==> src/rtl/tmr_host_pkg.sv <==
package tmr_host_pkg;

  localparam int BYTE_W = 8;
  localparam int CNT_W  = 2 * BYTE_W;
  localparam int MODE_W = 3;

  typedef enum logic [1:0] {
    ACC_SNAP = 2'd0,
    ACC_LO   = 2'd1,
    ACC_HI   = 2'd2,
    ACC_LOHI = 2'd3
  } acc_e;

  typedef struct packed {
    logic [1:0]        sel;
    acc_e              acc;
    logic [MODE_W-1:0] mode;
    logic              bcd;
  } ctl_word_t;

  // Byte presented to the host for a given access pattern and sequence step.
  function automatic logic [BYTE_W-1:0] pick_byte(input logic [CNT_W-1:0] v,
                                                  input acc_e a, input logic step);
    logic take_hi;
    take_hi = (a == ACC_HI) || ((a == ACC_LOHI) && step);
    return take_hi ? v[CNT_W-1:BYTE_W] : v[BYTE_W-1:0];
  endfunction

  // Reload value formed by the byte that completes a write sequence.
  function automatic logic [CNT_W-1:0] join_load(input acc_e a,
                                                 input logic [BYTE_W-1:0] staged,
                                                 input logic [BYTE_W-1:0] b);
    case (a)
      ACC_LO:  return {{BYTE_W{1'b0}}, b};
      ACC_HI:  return {b, {BYTE_W{1'b0}}};
      default: return {b, staged};
    endcase
  endfunction

  // True when this access finishes the byte sequence.
  function automatic logic seq_done(input acc_e a, input logic step);
    return (a != ACC_LOHI) || step;
  endfunction

endpackage

==> src/rtl/tmr_addr_dec.sv <==
module tmr_addr_dec
  import tmr_host_pkg::*;
#(
  parameter int NUM_CH = 3,
  localparam int ADDR_W = $clog2(NUM_CH + 1)
) (
  input  logic              wr_en,
  input  logic              rd_en,
  input  logic [ADDR_W-1:0] addr,
  input  logic [BYTE_W-1:0] wdata,
  output logic [NUM_CH-1:0] data_wr,
  output logic [NUM_CH-1:0] data_rd,
  output logic [NUM_CH-1:0] cw_prog,
  output logic [NUM_CH-1:0] snap_req,
  output acc_e              cw_acc,
  output logic [MODE_W-1:0] cw_mode,
  output logic              cw_bcd
);
  localparam logic [ADDR_W-1:0] CTRL_OFS = ADDR_W'(NUM_CH);

  ctl_word_t cw;
  logic      ctrl_wr;

  assign cw      = ctl_word_t'(wdata);
  assign ctrl_wr = wr_en && (addr == CTRL_OFS);
  assign cw_acc  = cw.acc;
  assign cw_mode = cw.mode;
  assign cw_bcd  = cw.bcd;

  for (genvar i = 0; i < NUM_CH; i++) begin : g_dec
    logic ofs_hit, sel_hit;
    assign ofs_hit     = (addr == ADDR_W'(i));
    assign sel_hit     = (cw.sel == 2'(i));
    assign data_wr[i]  = wr_en && ofs_hit;
    assign data_rd[i]  = rd_en && !wr_en && ofs_hit;
    assign cw_prog[i]  = ctrl_wr && sel_hit && (cw.acc != ACC_SNAP);
    assign snap_req[i] = ctrl_wr && sel_hit && (cw.acc == ACC_SNAP);
  end

endmodule

==> src/rtl/tmr_chan_regs.sv <==
module tmr_chan_regs
  import tmr_host_pkg::*;
(
  input  logic              clk,
  input  logic              rst_n,
  input  logic              cw_prog,
  input  logic              snap_req,
  input  logic              data_wr,
  input  logic              data_rd,
  input  acc_e              cw_acc,
  input  logic [MODE_W-1:0] cw_mode,
  input  logic              cw_bcd,
  input  logic [BYTE_W-1:0] wdata,
  input  logic [CNT_W-1:0]  live,
  output logic [BYTE_W-1:0] rd_byte,
  output logic [CNT_W-1:0]  ld_value,
  output logic              ld_strobe,
  output logic [MODE_W-1:0] mode,
  output logic              bcd,
  output logic              held,
  output logic [CNT_W-1:0]  snap_val,
  output logic              wr_step,
  output logic              rd_step
);
  acc_e              acc;
  logic [BYTE_W-1:0] lo_stage;
  logic              rd_final;

  assign rd_final = data_rd && seq_done(acc, rd_step);
  assign rd_byte  = pick_byte(held ? snap_val : live, acc, rd_step);

  always_ff @(posedge clk) begin
    if (!rst_n) begin
      acc       <= ACC_LOHI;
      mode      <= '0;
      bcd       <= 1'b0;
      wr_step   <= 1'b0;
      rd_step   <= 1'b0;
      lo_stage  <= '0;
      ld_value  <= '0;
      ld_strobe <= 1'b0;
      held      <= 1'b0;
      snap_val  <= '0;
    end else begin
      ld_strobe <= 1'b0;
      if (cw_prog) begin
        acc     <= cw_acc;
        mode    <= cw_mode;
        bcd     <= cw_bcd;
        wr_step <= 1'b0;
        rd_step <= 1'b0;
        held    <= 1'b0;
      end else begin
        if (snap_req && !held) begin
          held     <= 1'b1;
          snap_val <= live;
        end else if (rd_final) begin
          held <= 1'b0;
        end
        if (data_wr) begin
          if (!seq_done(acc, wr_step)) begin
            lo_stage <= wdata;
            wr_step  <= 1'b1;
          end else begin
            ld_value  <= join_load(acc, lo_stage, wdata);
            ld_strobe <= 1'b1;
            wr_step   <= 1'b0;
          end
        end
        if (data_rd && (acc == ACC_LOHI)) rd_step <= !rd_step;
      end
    end
  end

endmodule

==> src/rtl/tmr_host_regs.sv <==
module tmr_host_regs
  import tmr_host_pkg::*;
#(
  parameter int NUM_CH = 3,
  localparam int ADDR_W = $clog2(NUM_CH + 1)
) (
  input  logic                     clk,
  input  logic                     rst_n,
  input  logic                     wr_en,
  input  logic                     rd_en,
  input  logic [ADDR_W-1:0]        addr,
  input  logic [BYTE_W-1:0]        wdata,
  output logic [BYTE_W-1:0]        rdata,
  input  logic [NUM_CH*CNT_W-1:0]  ch_count,
  output logic [NUM_CH*CNT_W-1:0]  ld_value,
  output logic [NUM_CH-1:0]        ld_strobe,
  output logic [NUM_CH*MODE_W-1:0] ch_mode,
  output logic [NUM_CH-1:0]        ch_bcd
);
  logic [NUM_CH-1:0]       data_wr, data_rd, cw_prog, snap_req;
  acc_e                    cw_acc;
  logic [MODE_W-1:0]       cw_mode;
  logic                    cw_bcd;
  logic [BYTE_W-1:0]       ch_rd [NUM_CH];

  // Internal events brought out for the checker
  logic [NUM_CH-1:0]       ch_held;
  logic [NUM_CH*CNT_W-1:0] ch_snap;
  logic [NUM_CH-1:0]       ch_wr_step, ch_rd_step;

  tmr_addr_dec #(.NUM_CH(NUM_CH)) u_dec (
    .wr_en    (wr_en),
    .rd_en    (rd_en),
    .addr     (addr),
    .wdata    (wdata),
    .data_wr  (data_wr),
    .data_rd  (data_rd),
    .cw_prog  (cw_prog),
    .snap_req (snap_req),
    .cw_acc   (cw_acc),
    .cw_mode  (cw_mode),
    .cw_bcd   (cw_bcd)
  );

  for (genvar i = 0; i < NUM_CH; i++) begin : g_ch
    tmr_chan_regs u_ch (
      .clk       (clk),
      .rst_n     (rst_n),
      .cw_prog   (cw_prog[i]),
      .snap_req  (snap_req[i]),
      .data_wr   (data_wr[i]),
      .data_rd   (data_rd[i]),
      .cw_acc    (cw_acc),
      .cw_mode   (cw_mode),
      .cw_bcd    (cw_bcd),
      .wdata     (wdata),
      .live      (ch_count[i*CNT_W +: CNT_W]),
      .rd_byte   (ch_rd[i]),
      .ld_value  (ld_value[i*CNT_W +: CNT_W]),
      .ld_strobe (ld_strobe[i]),
      .mode      (ch_mode[i*MODE_W +: MODE_W]),
      .bcd       (ch_bcd[i]),
      .held      (ch_held[i]),
      .snap_val  (ch_snap[i*CNT_W +: CNT_W]),
      .wr_step   (ch_wr_step[i]),
      .rd_step   (ch_rd_step[i])
    );
  end

  always_comb begin
    rdata = '0;
    for (int i = 0; i < NUM_CH; i++) begin
      if (data_rd[i]) rdata = ch_rd[i];
    end
  end

endmodule

==> config.mk <==
export PLATFORM = sky130hd
export DESIGN_NAME = tmr_host_regs
export DESIGN_NICKNAME = d
export VERILOG_FILES = /design/src/rtl/tmr_host_pkg.sv /design/src/rtl/tmr_addr_dec.sv /design/src/rtl/tmr_chan_regs.sv /design/src/rtl/tmr_host_regs.sv
export SDC_FILE = /design/constraint.sdc
export NUM_CORES = 1
export LEC_CHECK = 0
export BUFFER_PORTS_ARGS = -buffer_cell sky130_fd_sc_hd__buf_4
export CAP_MARGIN = 20
export CORE_MARGIN = 1
export CORE_UTILIZATION = 52
export CTS_BUF_LIST = sky130_fd_sc_hd__clkbuf_8
export CTS_CLUSTER_DIAMETER = 30
export DETAILED_ROUTE_END_ITERATION = 8
export GPL_TIMING_DRIVEN = 0
export PLACE_DENSITY = 0.78
export SLEW_MARGIN = 0
export SYNTH_ARGS = -nofsm -noshare
export SYNTH_HDL_FRONTEND = slang
export SYNTH_HIERARCHICAL = 1
export SYNTH_SLANG_ARGS = --single-unit
==> constraint.sdc <==
create_clock -name clk -period 2.14 [get_ports clk]
set_clock_uncertainty 0.2 [all_clocks]
set_input_delay 0.428 -clock clk [delete_from_list [all_inputs] [get_ports clk]]
set_output_delay 0.428 -clock clk [all_outputs]
set_load 0.005 [all_outputs]
==> metrics.txt, run 1 <==
status=finished with violations; Hold Path Stages=3; Final Hold Vio Count=0; Crit path buffers/inverters=3; Seq/Total Area, Yosys=around two fifths; Root Buffer=clkbuf_8; Final #Nets=1,026; reg-to-reg startpoint=g_ch[1].u_ch/acc[0]; commonest cells in the netlist=nand2_1, dfxtp_1, a21boi_1, nand4_1, o21ai_1; final setup margin=-705 ps; Fill cells=1,107; CTS H-Tree Depth=4; Worst Tran Pin Value=between 700 and 800 ps; worst skew pair latency=roughly 450 ps; multi-input logic area=4200 µm²; Routed WL per cell=17.7 µm; Post-DRT Antenna Nets=0; class of the worst hold path=in -> reg; FP Rows=43; CTS tree=done; final core occ=67.9%; Top Ports=between 100 and 150; ANT cells=0; Reg2Reg Depth=8; EDFF count, synth=0; pin count of the biggest net entering global routing=17; stages on the worst setup path=8; die width=122 µm; peak supply drop=0.000550 V; Num CTS Buffers=17; Reg area=3020 µm²; DRC viols=0; Power per Cell Area=about 630 nW/µm²; delay-heaviest family, CP=multiplexers; Initial Util=between 50 and 60%; Port Buffers=131; register clock-pin slew on the reported worst setup and hold paths=about 80 ps; MaxCap Viol Count=0; failing checks=setup timing; vias in the first global route=6,171; WL final=20.3 mm; Synth area leaders=dfxtp_1, nand2_1, mux4_2; initial antenna violation count=0; TritonRoute pass-1 iters=5; critical path's largest stage delay=530 ps; CP Class=reg -> out; Worst slew margin=51.5%; Leak Pwr=around 0.0037 µW; Critical Path, Cell by Cell=inv_4 -> ha_4 -> a21oi_4 -> buf_12 -> mux4_2 -> a21oi_4 -> a21oi_2 -> buf_4; Yosys reg bits=150; Worst Path Required=1510 ps; FFs w/ async S/R, synth=0%; Slew Viols, Final=0; minimum clock period=2840 ps; Top FF cell, synth=dfxtp_1; synthesized area per cell=9.46 µm²; via count=6,502; Hold Startpoint=ch_count[4]; cell mode on critical path=a21oi_4; die area=14,900 µm²; YS warnings=6; hpwl dp=about 14 mm; Max Freq=~350 MHz; internal reg-to-reg setup slack=~300 ps; Hold Buf Count CTS=0; GR Util All Layers=28.2%; unrepaired setup endpoints after global routing=true; area post-placement=8720 µm²; first-pass GRT wire length=32.0 mm; Die Y=about 120 µm; total core area=roughly 14,000 µm²; Arr. time, crit path=2220 ps; Post-Synthesis Cells=790; Mapped Area=7480 µm²; worst-case clock buffer depth=2; total gr overflow=0; distinct cell type count after synthesis=between 40 and 50; worst-path maximum fanout=7; top-count cell post-synth=nand2_1; Worst Setup SP=g_ch[1].u_ch/acc[0]; number of vias per cell=around 5.7; area grow syn2layout=26.6%; Setup violations, final=8; starting DRC count in detailed routing=583; RePlAce Congestion=about 0.82; Worst Setup End Kind=output pin; share of layout cells above drive strength 1=between 30% and 40%; Startpoint Class=flip-flop; Slowest-stage cell, CP=mux4_2; final instance area=9460 µm²; syn nets=861; CTS sink cnt=150; Synth area leader=dfxtp_1; top-area cell type share of the netlist area=about two fifths; Final Cycle Share=133%
==> stage by stage <==
step / power, µW / TNS (ps) / worst slack, ps / instances / hold WS (ps)
finish: 5930 / -5170 / -705 / 1148 / 33.4
global route: 6170 / -5970 / -796 / 1148 / 8.91
CTS: 5950 / -5340 / -740 / 1146 / 12.5
detailed placement: 3550 / -15480 / -473 / 1101 / 243
global placement: 3540 / -11390 / -381 / 1101 / 238
floorplan: 3270 / -205 / -46.3 / 790 / 232
==> flip-flops by register name, indices dropped and copies added, names as in the netlist <==
register and cells:
g_ch.u_ch/acc 6, g_ch.u_ch/bcd 3, g_ch.u_ch/held 3, g_ch.u_ch/ld_strobe 3, g_ch.u_ch/ld_value 48, g_ch.u_ch/lo_stage 24, g_ch.u_ch/mode 9, g_ch.u_ch/rd_step 3
g_ch.u_ch/snap_val 48, g_ch.u_ch/wr_step 3
==> path summary, 6_finish.rpt <==
| path | to |
|---|---|
| max | rdata[0] |
| min | g_ch[0].u_ch/snap_val[4] |
| max reg2reg | g_ch[1].u_ch/ld_value[14] |
| min reg2reg | g_ch[0].u_ch/snap_val[8] |
==> power breakdown <==
group          total [µW]  leakage, µW  switching [µW]  internal, µW
combinational         682      0.00232             354           328
clock                2390     0.000213            1060          1320
sequential           2860      0.00121            28.4          2830
==> cells by family (layout without fill, tap and decap cells) <==
family	Yosys count	count (layout)	share of synthesized area, %
adders and majority gates	9	9	1.51
buffers and inverters	75	253	5.69
DFF	150	150	40.2
xor gates and xnor gates	3	3	0.351
AOI/OAI and AO/OA	197	197	20.3
and+or+nand+nor	317	317	22.8
muxes	39	39	9.24
==> layer usage <==
layer	vias up	wire (µm)	global-route usage, %
li1	3147	-	-
met1	3134	9220	38.6
met2	204	9450	44.2
met3	17	1390	6.74
met4	0	245	8.02
met5	-	0	0
==> what timing repair did <==
| action | CTS | global route |
|---|---|---|
| setup buffers | 13 | 2 |
| endpoints found under the setup margin | 8 | 8 |
| gates resized for setup | 32 | 5 |
| pin swaps | 8 | 1 |
==> area by class of cell <==
cell class | count | share of cell area (%)
multi-input cells | 565 | 44.3
flip-flops and latches | 150 | 31.9
repair buffers | 146 | 12.1
plain buffers | 69 | 4.35
clock buffers | 19 | 2.76
well taps | 180 | 2.38
clock inverters | 13 | 1.89
inverters | 6 | 0.317
==> layout by cell type (no fill, tap or decap), drive strengths merged, types with 28 or more instances in the layout <==
| master | Yosys | routed |
|---|---|---|
| buf | 50 | 196 |
| nand3b | 34 | 34 |
| nand4 | 48 | 48 |
| clkbuf | 19 | 38 |
| nor2b | 28 | 28 |
| o21ai | 48 | 48 |
| dfxtp | 150 | 150 |
| a21boi | 96 | 96 |
| nand2 | 156 | 156 |
==> worst min-delay path, stage by stage <==
cell	delay, ps
buf_4	110
nand2_1	60
a21boi_2	40
Power figures use the tool's default switching activity.
==> inputs of run 2 (changes only) <==
--- a/config.mk
+++ b/config.mk
@@ -5,15 +5,16 @@
 export SDC_FILE = /design/constraint.sdc
 export NUM_CORES = 1
 export LEC_CHECK = 0
+export ABC_AREA = 1
 export BUFFER_PORTS_ARGS = -buffer_cell sky130_fd_sc_hd__buf_4
 export CAP_MARGIN = 20
 export CORE_MARGIN = 1
-export CORE_UTILIZATION = 52
+export CORE_UTILIZATION = 53
 export CTS_BUF_LIST = sky130_fd_sc_hd__clkbuf_8
 export CTS_CLUSTER_DIAMETER = 30
 export DETAILED_ROUTE_END_ITERATION = 8
 export GPL_TIMING_DRIVEN = 0
-export PLACE_DENSITY = 0.78
+export PLACE_DENSITY = 0.79
 export SLEW_MARGIN = 0
 export SYNTH_ARGS = -nofsm -noshare
 export SYNTH_HDL_FRONTEND = slang
==> metrics.txt, run 2 <==
status=finished with violations; failing checks=DRC, setup timing; CTS tree=done; number of vias per cell=4.90; most frequent cells in the layout=nand2_1, nor2_1, inv_1, buf_4, dfxtp_1; worst skew pair latency=470 ps; Root Buffer=clkbuf_8; FP Rows=44; Startpoint Class=flip-flop; Mapped Area=8020 µm²; Sw Ratio=24.1%; Worst Setup End Kind=output pin; post-synthesis compound-gate area fraction=5.85%; distinct cell type count after synthesis=26; Internal Power=4940 µW; Simple-Gate Fraction of Synth Area=between 40% and 50%; tightest hold margin=between 10 and 15 ps; die area=15,600 µm²; CTS H-Tree Depth=4; Worst Path Required=1510 ps; Routed WL per cell=12.7 µm; RePlAce Congestion=0.901; total core area=14,600 µm²; CP Class=reg -> out; sequential share of power=44.2%; TritonRoute pass-1 iters=8; via count=8,429; commonest non-fill, non-tap cell in the layout=nand2_1; Critical Path, Cell by Cell=inv_4 -> ha_4 -> a21oi_4 -> buf_12 -> inv_6 -> nand2_1 -> nand2_1 -> nand2_1 -> nor2_1 -> nor2_1 -> nor2_1 -> buf_4; internal reg-to-reg setup slack=250 ps; Arr. time, crit path=2000 ps; starting DRC count in detailed routing=about 660; minimum clock period=2630 ps; pre-CTS setup slack=-365 ps; Switch Pwr=1570 µW; worst-path maximum fanout=8; Top FF cell, synth=dfxtp_1; Slew Viols, Final=0; critical path's largest stage delay=380 ps; largest family of logic cells by synthesized area=simple AND/OR/NAND/NOR gates; final instance area=10,300 µm²; hpwl dp=15.2 mm; Setup violations, final=8; vias in the first global route=7,568; area post-placement=9230 µm²; Synth area leaders=dfxtp_1, nand2_1, nor2_1; Crit path buffers/inverters=4; total gr overflow=0; combinational power share=11.9%; Slowest-stage cell, CP=dfxtp_4; top-area cell type share of the netlist area=a little under two fifths; Synth area leader=dfxtp_1; YS warnings=6; WL final=approximately 22 mm; Synth Area in Adders=1.40%; Num CTS Buffers=17; unrepaired setup endpoints after global routing=true; DRC viols=14; synthesized area per cell=6.01 µm²; share of layout cells above drive strength 1=18.2%; first-pass GRT wire length=35.5 mm; Power Total=6510 µW; delay-heaviest family, CP=simple AND/OR/NAND/NOR gates; Final Cycle Share=123%; Final Hold Vio Count=0; die width=125 µm; Fill cells=between 1,000 and 1,500; FFs w/ async S/R, synth=0%; initial antenna violation count=0; Max Freq=381 MHz; Top Ports=133; MaxCap Viol Count=0; Worst Tran Pin Value=around 740 ps; pin count of the biggest net entering global routing=17; syn nets=1,405; CTS sink cnt=150; Post-DRT Antenna Nets=0; clock group share of total power=43.9%; Largest regs=g_ch.u_ch/ld_value x48, g_ch.u_ch/snap_val x48, g_ch.u_ch/lo_stage x24; Initial Util=54.7%; Seq/Total Area, Yosys=between 30% and 40%; Final #Nets=1,594; Yosys reg bits=150; XOR/XNOR share of the synthesized area=0%; mux contribution to synthesized area=0%; commonest cells in the netlist=nand2_1, nor2_1, inv_1, dfxtp_1, o21ai_0; Power per Cell Area=631 nW/µm²; final setup margin=-486 ps; ANT cells=0; EDFF count, synth=0; register clock-pin slew on the reported worst setup and hold paths=80 ps; Worst slew margin=50.4%; top-count cell post-synth=nand2_1; Port Buffers=131; class of the worst hold path=in -> reg; worst-case clock buffer depth=2; Leak Pwr=0.00584 µW; Post-Synthesis Cells=between 1,000 and 1,500; Final TNS setup=-3650 ps; area grow syn2layout=28.7%; Die Y=approximately 120 µm; peak supply drop=0.000518 V; GR Util All Layers=28.2%
==> run 2: power by group through the flow <==
stage	sequential (µW)	combinational [µW]	clock, µW
finish	2880	771	2860
global route	2890	850	3030
CTS	2880	747	2900
detailed placement	2950	679	0
global placement	2940	672	0
floorplan	2940	398	0
==> run 2: stage by stage <==
stage | cells | utilization (%)
3_3_place_gp | 1649 | 63.0
2_1_floorplan | 1334 | -
4_1_cts | 1717 | 69.7
6_report | 1720 | 70.5
5_1_grt | 1720 | 70.5
3_5_place_dp | 1649 | 63.0
==> run 2: layout make-up <==
cell class              instances  area [µm²]  area share (%)
plain buffers                  57         417            4.04
inverters                     170         651            6.30
multi-input cells             957        4100            39.7
flip-flops and latches        150        3020            29.2
clock buffers                  18         248            2.40
repair buffers                170        1380            13.4
well taps                     184         230            2.23
clock inverters                14         278            2.69
==> run 2: worst min-delay path: cells and delay by family <==
kind          cells  cell delay [ps]
buf+inv           1               90
simple gates      2              120
==> run 2: final timing paths <==
kind,endpoint,cells past startpoint,start
worst max-delay path,rdata[3],12,g_ch[0].u_ch/acc[0]
worst min register to register,g_ch[2].u_ch/held,2,g_ch[2].u_ch/held
worst min-delay path,g_ch[0].u_ch/snap_val[10],3,ch_count[10]
worst max register to register,g_ch[2].u_ch/ld_value[8],9,g_ch[2].u_ch/acc[0]
==> run 2: logic make-up after synthesis <==
logic type	Yosys count
simple gates	858
fa+ha+maj	9
flops	150
buf+inv	227
compound gates	90
==> run 2: timing repair <==
action | in CTS | in global routing
buffers inserted | 6 | 1
endpoints found under the setup margin | 8 | 8
hold buffers | 30 | 2
hold endpoints to repair | 30 | 2
pin swaps | 7 | 12
gates resized for setup | 30 | 35
cloned | 0 | 0
==> run 2: layer usage <==
metal | track usage [%] | vias to the layer above | routed length [µm] | part of all wire (%)
li1 | - | 4340 | - | -
met3 | 5.69 | 50 | 1430 | 6.6
met1 | 36.1 | 3772 | 9650 | 44
met5 | 0 | - | 0 | 0
met2 | 46.0 | 267 | 10100 | 46
met4 | 12.6 | 0 | 590 | 2.7
